File: src/rtl/tac_pkg.sv
// Package: shared types for the transfer acknowledge controller.
// Assumes: one clk2x cycle corresponds to one half-clock bus state.
package tac_pkg;

    // Access progress as seen from the processor side.
    typedef enum logic [1:0] {
        ST_IDLE = 2'd0,   // no access; waiting for a qualified chip select
        ST_WAIT = 2'd1,   // access started; waiting for peripheral completion
        ST_HOLD = 2'd2,   // acknowledge held for the mandatory two states
        ST_LATE = 2'd3    // acknowledge follows chip select combinationally
    } tac_state_t;

endpackage

File: src/rtl/tac_phase.sv
// Module: tac_phase
// Tracks which half of the bus clock is current from a double-rate clock.
// Assumes: reset lands the block in an odd (clock-low) state, so the first
// edge after reset is a bus-clock rising edge.
module tac_phase (
    input  logic clk2x,
    input  logic rst_n,
    output logic bclk_hi,
    output logic rise_next
);

    logic phase_q;

    // Flip the half-state marker on every double-rate edge.
    always_ff @(posedge clk2x) begin
        if (!rst_n) begin
            phase_q <= 1'b0;
        end else begin
            phase_q <= ~phase_q;
        end
    end

    assign bclk_hi   = phase_q;
    assign rise_next = ~phase_q;

endmodule

File: src/rtl/tac_fsm.sv
// Module: tac_fsm
// Sequences one processor access: qualified start, wait for completion,
// two-state acknowledge hold, then synchronous or late release.
// Assumes: xfer_done pulses only while waiting, in an odd state.
module tac_fsm
    import tac_pkg::*;
(
    input  logic       clk2x,
    input  logic       rst_n,
    input  logic       rise_next,
    input  logic       cs_act,
    input  logic       is_read,
    input  logic       xfer_done,
    output tac_state_t state,
    output logic       read_q,
    output logic       abort_pulse
);

    tac_state_t state_q;
    logic       armed_q;
    logic       done_q;
    logic       abort_q;

    // Record at each rising edge whether chip select was released there.
    always_ff @(posedge clk2x) begin
        if (!rst_n) begin
            armed_q <= 1'b0;
        end else if (rise_next) begin
            armed_q <= ~cs_act;
        end
    end

    // Main access sequencer with early-release detection.
    always_ff @(posedge clk2x) begin
        if (!rst_n) begin
            state_q <= ST_IDLE;
            done_q  <= 1'b0;
            abort_q <= 1'b0;
            read_q  <= 1'b0;
        end else begin
            abort_q <= 1'b0;
            unique case (state_q)
                ST_IDLE: begin
                    done_q <= 1'b0;
                    if (rise_next && armed_q && cs_act) begin
                        state_q <= ST_WAIT;
                        read_q  <= is_read;
                    end
                end
                ST_WAIT: begin
                    if (!cs_act) begin
                        state_q <= ST_IDLE;
                        abort_q <= 1'b1;
                    end else if (rise_next && (done_q || xfer_done)) begin
                        state_q <= ST_HOLD;
                        done_q  <= 1'b0;
                    end else if (xfer_done) begin
                        done_q <= 1'b1;
                    end
                end
                ST_HOLD: begin
                    if (rise_next) begin
                        state_q <= cs_act ? ST_LATE : ST_IDLE;
                    end
                end
                ST_LATE: begin
                    if (!cs_act) begin
                        state_q <= ST_IDLE;
                    end
                end
                default: state_q <= ST_IDLE;
            endcase
        end
    end

    assign state       = state_q;
    assign abort_pulse = abort_q;

endmodule

File: src/rtl/tac_drive.sv
// Module: tac_drive
// Forms the acknowledge and the data-driver controls from the sequencer
// state and the live chip select.
// Assumes: the pad ring turns dbus_oe/dbus_out into a tri-state bus.
module tac_drive
    import tac_pkg::*;
#(
    parameter int DATA_W = 32
) (
    input  tac_state_t        state,
    input  logic              cs_act,
    input  logic              read_q,
    input  logic [DATA_W-1:0] rd_data,
    output logic              acc_ack,
    output logic              dbus_oe,
    output logic [DATA_W-1:0] dbus_out
);

    // Acknowledge: held unconditionally, then tied to chip select.
    always_comb begin
        acc_ack = (state == ST_HOLD) || ((state == ST_LATE) && cs_act);
    end

    // Data drivers follow the acknowledge on reads only.
    always_comb begin
        dbus_oe  = acc_ack && read_q;
        dbus_out = dbus_oe ? rd_data : '0;
    end

endmodule

File: src/rtl/tac_top.sv
// Module: tac_top
// Processor-side transfer acknowledge controller of a bus-sizing bridge.
// Assumes: clk2x runs at twice the bus clock; inputs are synchronous to it.
module tac_top
    import tac_pkg::*;
#(
    parameter int DATA_W = 32
) (
    input  logic              clk2x,
    input  logic              rst_n,
    input  logic              cs_n,
    input  logic              is_read,
    input  logic              xfer_done,
    input  logic [DATA_W-1:0] rd_data,
    output logic              acc_ack,
    output logic              dbus_oe,
    output logic [DATA_W-1:0] dbus_out,
    output logic              abort_pulse,
    output logic              bclk_hi
);

    logic       cs_act;
    logic       rise_next;
    logic       read_q;
    tac_state_t state;

    assign cs_act = ~cs_n;

    tac_phase u_phase (
        .clk2x     (clk2x),
        .rst_n     (rst_n),
        .bclk_hi   (bclk_hi),
        .rise_next (rise_next)
    );

    tac_fsm u_fsm (
        .clk2x       (clk2x),
        .rst_n       (rst_n),
        .rise_next   (rise_next),
        .cs_act      (cs_act),
        .is_read     (is_read),
        .xfer_done   (xfer_done),
        .state       (state),
        .read_q      (read_q),
        .abort_pulse (abort_pulse)
    );

    tac_drive #(.DATA_W(DATA_W)) u_drive (
        .state    (state),
        .cs_act   (cs_act),
        .read_q   (read_q),
        .rd_data  (rd_data),
        .acc_ack  (acc_ack),
        .dbus_oe  (dbus_oe),
        .dbus_out (dbus_out)
    );

endmodule

File: config.mk
export PLATFORM = sky130hd
export DESIGN_NAME = tac_top
export DESIGN_NICKNAME = d
export VERILOG_FILES = /design/src/rtl/tac_pkg.sv /design/src/rtl/tac_phase.sv /design/src/rtl/tac_fsm.sv /design/src/rtl/tac_drive.sv /design/src/rtl/tac_top.sv
export SDC_FILE = /design/constraint.sdc
export NUM_CORES = 1
export LEC_CHECK = 0
export CAP_MARGIN = 10
export CORE_MARGIN = 2
export CORE_UTILIZATION = 22
export DETAILED_ROUTE_END_ITERATION = 8
export PLACE_DENSITY = 0.75
export SLEW_MARGIN = 20
export SYNTH_ARGS = -nofsm -noshare
export SYNTH_HDL_FRONTEND = slang
export SYNTH_SLANG_ARGS = --single-unit
File: constraint.sdc
create_clock -name clk2x -period 1 [get_ports clk2x]
set_input_delay 0.1 -clock clk2x [delete_from_list [all_inputs] [get_ports clk2x]]
set_output_delay 0.1 -clock clk2x [all_outputs]
set_load 0.1 [all_outputs]
Yosys cells after proc, flatten, opt, wreduce, memory -nomap -nowiden

Index checks and enable logic that the tools add are counted.
W data, S select, Z words.

Add/sub/neg operators: 0
Multiply operators: 0
Divide/modulo/power cells: 0
Muxes and demuxes: 13
Bitwise operators: 2
Shifts and indexed selects: 0
Reduce and logical (&&, ||, !) cells: 13
Eq/ne operators: 9
Order comparisons: 0

Operators with widths:

| cell                 | count |
|---|---|
| $mux W32             | 1 |
| $mux W2              | 6 |
| $pmux W2 S4          | 1 |
| $ne A2 B2 Y1 const B | 3 |
| $ne A3 B2 Y1 const B | 2 |
| $logic_and A1 B1 Y1  | 5 |
| $eq A2 B2 Y1 const B | 2 |
| $mux W1              | 4 |
| $reduce_and A2 Y1    | 2 |
| $reduce_and A4 Y1    | 1 |
| $reduce_and A3 Y1    | 1 |
| $eq A2 B1 Y1 const B | 1 |
| $logic_not A2 Y1     | 1 |
| $logic_or A1 B1 Y1   | 2 |
| $ne A2 B1 Y1 const B | 1 |
| $not A1 Y1           | 2 |
| $pmux W1 S2          | 1 |
| $reduce_bool A2 Y1   | 1 |

Bits in registers: 7
Bits in read-only memories: 0
Word-level logic and storage cells: 43
Bits of input ports: 37
Output and inout port bits: 36
Latch bits: 0
Memories: 0
Memory bits (writable): 0

Longest topological paths before layout

Depth in word-level cells: 5
Mapped depth: 4

Cells and area by module

Synthesis repeated with hierarchy kept, for this count alone.

Cells, all modules: 75
Area total of the unflattened synthesis: 794.5 um^2

By module, submodules not included:

| module    | area each (um^2) | sequential area each (um^2) | times used | cells each |
|---|---|---|---|---|
| tac_drive | 501.7            | 0.0                         | 1          | 43 |
| tac_fsm   | 259.0            | 120.1                       | 1          | 28 |
| tac_phase | 30.0             | 20.0                        | 1          | 3 |
| tac_top   | 3.8              | 0.0                         | 1          | 1 |

Least setup slack after synthesis

No wires, ideal clock.

Kind: register to output
Start point: register u_fsm.state_q[1], in the netlist u_fsm.state[1]
End point: output dbus_out[10]
Stages on the path, launching flop included: 4
Setup slack: -0.745 ns
Data required time: 0.900 ns
Data arrival time: 1.645 ns
Cells stage by stage: dfxtp_1 -> and2_4 -> buf_6 -> and3_1

Longest elaborated chain between the ends: 5
Elaborated cells on any way between the ends: 6
Classes of those cells: eq/ne (2); mux (1); reduce/logical (3)

RTL lines:

| what                     | line            | RTL |
|---|---|---|
| start: declaration       | tac_fsm.sv:19   | `tac_state_t state_q;` |
| start signal: assignment | tac_fsm.sv:63   | `state_q <= cs_act ? ST_LATE : ST_IDLE;` |
| $eq A2 B2 Y1             | tac_drive.sv:21 | `acc_ack = (state == ST_HOLD) \|\| ((state == ST_LATE) && cs_act);` |
| $logic_and A1 B1 Y1      | tac_drive.sv:21 |  |
| $logic_or A1 B1 Y1 *     | tac_drive.sv:21 |  |
| via acc_ack              | tac_top.sv:15   | `output logic acc_ack,` |
| $logic_and A1 B1 Y1 *    | tac_drive.sv:26 | `dbus_oe = acc_ack && read_q;` |
| $mux W32 *               | tac_drive.sv:27 | `dbus_out = dbus_oe ? rd_data : '0;` |
| end: declaration         | tac_top.sv:17   | `output logic [DATA_W-1:0] dbus_out,` |

Mark *: on every way through the listed nets, which the timed path passes. The rest lies on a longest branch.

Final worst setup path

Start point: register u_fsm.state_q[0], in the netlist u_fsm.state[0]
End point: output dbus_out[7]

Longest elaborated chain between the ends: 5
Elaborated cells on any way between the ends: 6
Classes of those cells: eq/ne (2); mux (1); reduce/logical (3)

RTL lines:

| what                  | line |
|---|---|
| $eq A2 B2 Y1          | tac_drive.sv:21 |
| $logic_and A1 B1 Y1   | tac_drive.sv:21 |
| $logic_or A1 B1 Y1 *  | tac_drive.sv:21 |
| $logic_and A1 B1 Y1 * | tac_drive.sv:26 |
| $mux W32 *            | tac_drive.sv:27 |

Mark *: on every way between the ends. The rest lies on a longest branch, timed or not.

==> results.yml <==
clock_network:
  tritoncts_num_sinks: 7
  clock_network_latency_to_the_later_pin_of_the_worst_skew_pair_ns: 0.25
  cts-htree-levels: 1
  cts_hold_buffers: 0
  clock_pin_transition_on_the_worst_setup_and_hold_timing_paths_ns: 0.06
  cts_root_buf: "clkbuf_4"
  clk_path_buf_depth: 2
  cts_tree: "yes"
  cts_buffers: 3
outcome:
  failed_checks: "setup timing"
  status: "complete, but fails checks"
power_and_ir_drop:
  netSwitchingFraction_pct: 28.5
  power_switching_mw: 0.255
  power.density_cell_area_nw_per_um2: 448
  proportion_of_power_drawn_by_the_clock_network_pct: 29.8
  finalPower_mw: 0.895
  power.static_leakage_nw: 0.790
  pwr-share-comb_pct: 36.1
  internal-power_mw: 0.640
  power.ir.vdd_worst_mv: 0.851
  seqPwrFrac_pct: 34.1
floorplanning:
  rows: 17
  core_um2: 2250
  fp.dieW_um: 53.5
  io_pins: 73
  starting_density_of_the_core_pct: 23.9
  dieArea_um2: 2860
  die_y_um: 53.5
layout:
  insertedDiodeCount: 0
  drive_above_1_share_pct: 65.6
  finalInstanceArea_um2: 2000
  finalNetCount: 192
  most-common-layout-cells: "38 x buf_12, 35 x clkdlybuf4s50_1, 33 x and3_4"
  synthToLayoutAreaGrowth_pct: 271
  layout.cells.most_common: "buf_12"
placed_design:
  detailed_place.area_um2: 1890
  gp_routability_congestion: 0.716
  detailedPlacementHpwl_um: 2550
  io_buffer_count: 72
critical_path:
  r2r_slack_ns: -0.01
  worstPathMaxFanout: 22
  worst_setup_path_start_kind: "register"
  critPathKind: "reg -> out"
  worstSetupStartpoint: "u_fsm.state[0]"
  r2r-end: "u_fsm.read_q"
  setup.worst_path.end_class: "output port"
  worst_r2r_path_depth: 4
  worstReg2RegStart: "u_fsm.state[1]"
  worst_ep_required_time_ns: 0.90
  timing.critical_path.arrival_ns: 1.38
detailed_routing:
  detail_route.iter0.violations: 10
  drt_pre_antenna_iters: 4
  antenna_left: 0
  route.detailed.wl_per_inst_um: 18.7
  detailroute.via_count: 919
  route.final.wire_length_um: 3410
  vias_per_cell: 5.05
  drc_errors: 0
grt:
  first_global_vias: 940
  grt_max_degree: 23
  grt_pass1_wl_um: 4800
  antenna_found_initial: 0
  gr-total-overflow: 0
  grt.total_usage_pct: 23.6
timing:
  worst_slew_margin_rel_pct: 85.1
  timing_worst_slew_pin_value_ns: 0.222
  finalSetupViolCount: 35
  final_max_slew_viol_count: 0
  hold_slack_ns: 0.467
  setup_ws_ns: -0.475
  fmax_mhz: 678
  fin_skew_ns: 0.00169
  rsz_0062_raised_after_global_routing: "true"
  timing_hold_violations_final: 0
  timing.final.crit_share_pct: 148
  fin_crit_ns: 1.48
logic_synthesis:
  synth_area_per_cell_um2: 7.80
  yosysWarningCount: 0
  synthesis.nets: 106
  syn_area_um2: 538
  synth_seq_area_share_pct: 26.0
  ys_ff_latch: 7
  synth_cells: 69
  netlist.top_cell.by_area: "and3_1"
  ys_types: 21
  synth_top_area_share_pct: 33.7
  synthTopCellsByArea: "and3_1 34%, dfxtp_1 26%, buf_6 6.3%"
worst_hold_path:
  holdPathStages: 5
  worst_hold_path_type: "in -> reg"
  min-delay-start: "cs_n"
  holdPathEnd: "u_fsm.abort_pulse"
job:
  cap_viol_max_count: 0
synth_stat cells:
cell type / count
and2_4: 1
nor2b_1: 3
inv_1: 1
buf_6: 3
a21boi_0: 1
nand2b_1: 1
nand2_1: 1
nor3b_1: 1
o21ai_0: 1
a21oi_1: 3
a41o_1: 1
nand2_2: 1
o211ai_1: 2
dfxtp_1: 7
and3_1: 29
clkbuf_1: 3
nor3_1: 2
and2_1: 1
and3_2: 4
nor2_1: 2
mux2i_1: 1
sequential cells by signal, summed over array words and instances, names as in the netlist:
signal             count
u_fsm.abort_pulse      1
u_fsm.armed_q          1
u_fsm.done_q           1
u_fsm.read_q           1
u_fsm.state            2
u_phase.bclk_hi        1
worst max path at each step:
stage,slack [ns],cells after the start,to
after floorplan,-0.25,4,dbus_out[10]
after CTS,-0.46,5,dbus_out[11]
after global routing,-0.52,5,dbus_out[7]
after detailed placement,-0.45,6,dbus_out[31]
after global placement,-0.40,6,dbus_out[0]
final,-0.48,5,dbus_out[7]
layer usage:
layer / GRT usage (%) / vias to the layer above / wire length [µm]
met1: 25.1 / 441 / 1230
met2: 43.2 / 47 / 1860
met4: 9.83 / 0 / 55
met3: 6.21 / 8 / 261
met5: 0 / - / 0
li1: - / 423 / -
final cells by class:
type,count,area [µm²]
clock buffer,4,26.3
tap,28,35.0
multi-input combinational,55,551
inverter,1,3.75
sequential,7,149
fill,96,258
timing repair buffer,87,1230
per-stage QoR:
stage	setup TNS (ns)	utilization, %	std cells	setup WS (ns)
2_1_floorplan	-5.75	-	69	-0.245
3_3_place_gp	-13.85	83.6	175	-0.404
3_5_place_dp	-15.72	83.6	175	-0.450
4_1_cts	-14.41	86.8	182	-0.457
5_1_grt	-16.32	88.6	182	-0.521
6_report	-14.81	88.6	182	-0.475
power groups by stage:
stage / clock, mW / combinational, mW / sequential, mW
5_1_grt: 0.300 / 0.339 / 0.306
6_report: 0.267 / 0.323 / 0.305
3_3_place_gp: 0 / 0.284 / 0.306
2_1_floorplan: 0 / 0.0653 / 0.328
4_1_cts: 0.279 / 0.306 / 0.301
3_5_place_dp: 0 / 0.296 / 0.306
repair_timing:
action / 4_1_cts / 5_1_grt
endpoints found under the setup margin: 37 / 38
gates resized for setup: 10 / 11
cloned: 1 / 0
setup buffers: 3 / 2
pin swaps: 8 / 2
critical path: stages (launching register included):
cell and delay (ns):
dfxtp_2 0.32, nand2_2 0.06, and2_4 0.18, buf_12 0.17, and3_4 0.21, buf_12 0.17
kinds of logic (layout without fill, tap and decap cells):
family | count (synthesis) | in the layout | synth area share (%)
AOI/OAI and AO/OA | 8 | 8 | 9.77
muxes | 1 | 1 | 1.86
and+or+nand+nor | 46 | 46 | 53.3
buffers and inverters | 7 | 92 | 9.07
DFF | 7 | 7 | 26.0
No activity file was read; power rests on OpenSTA's default activity.
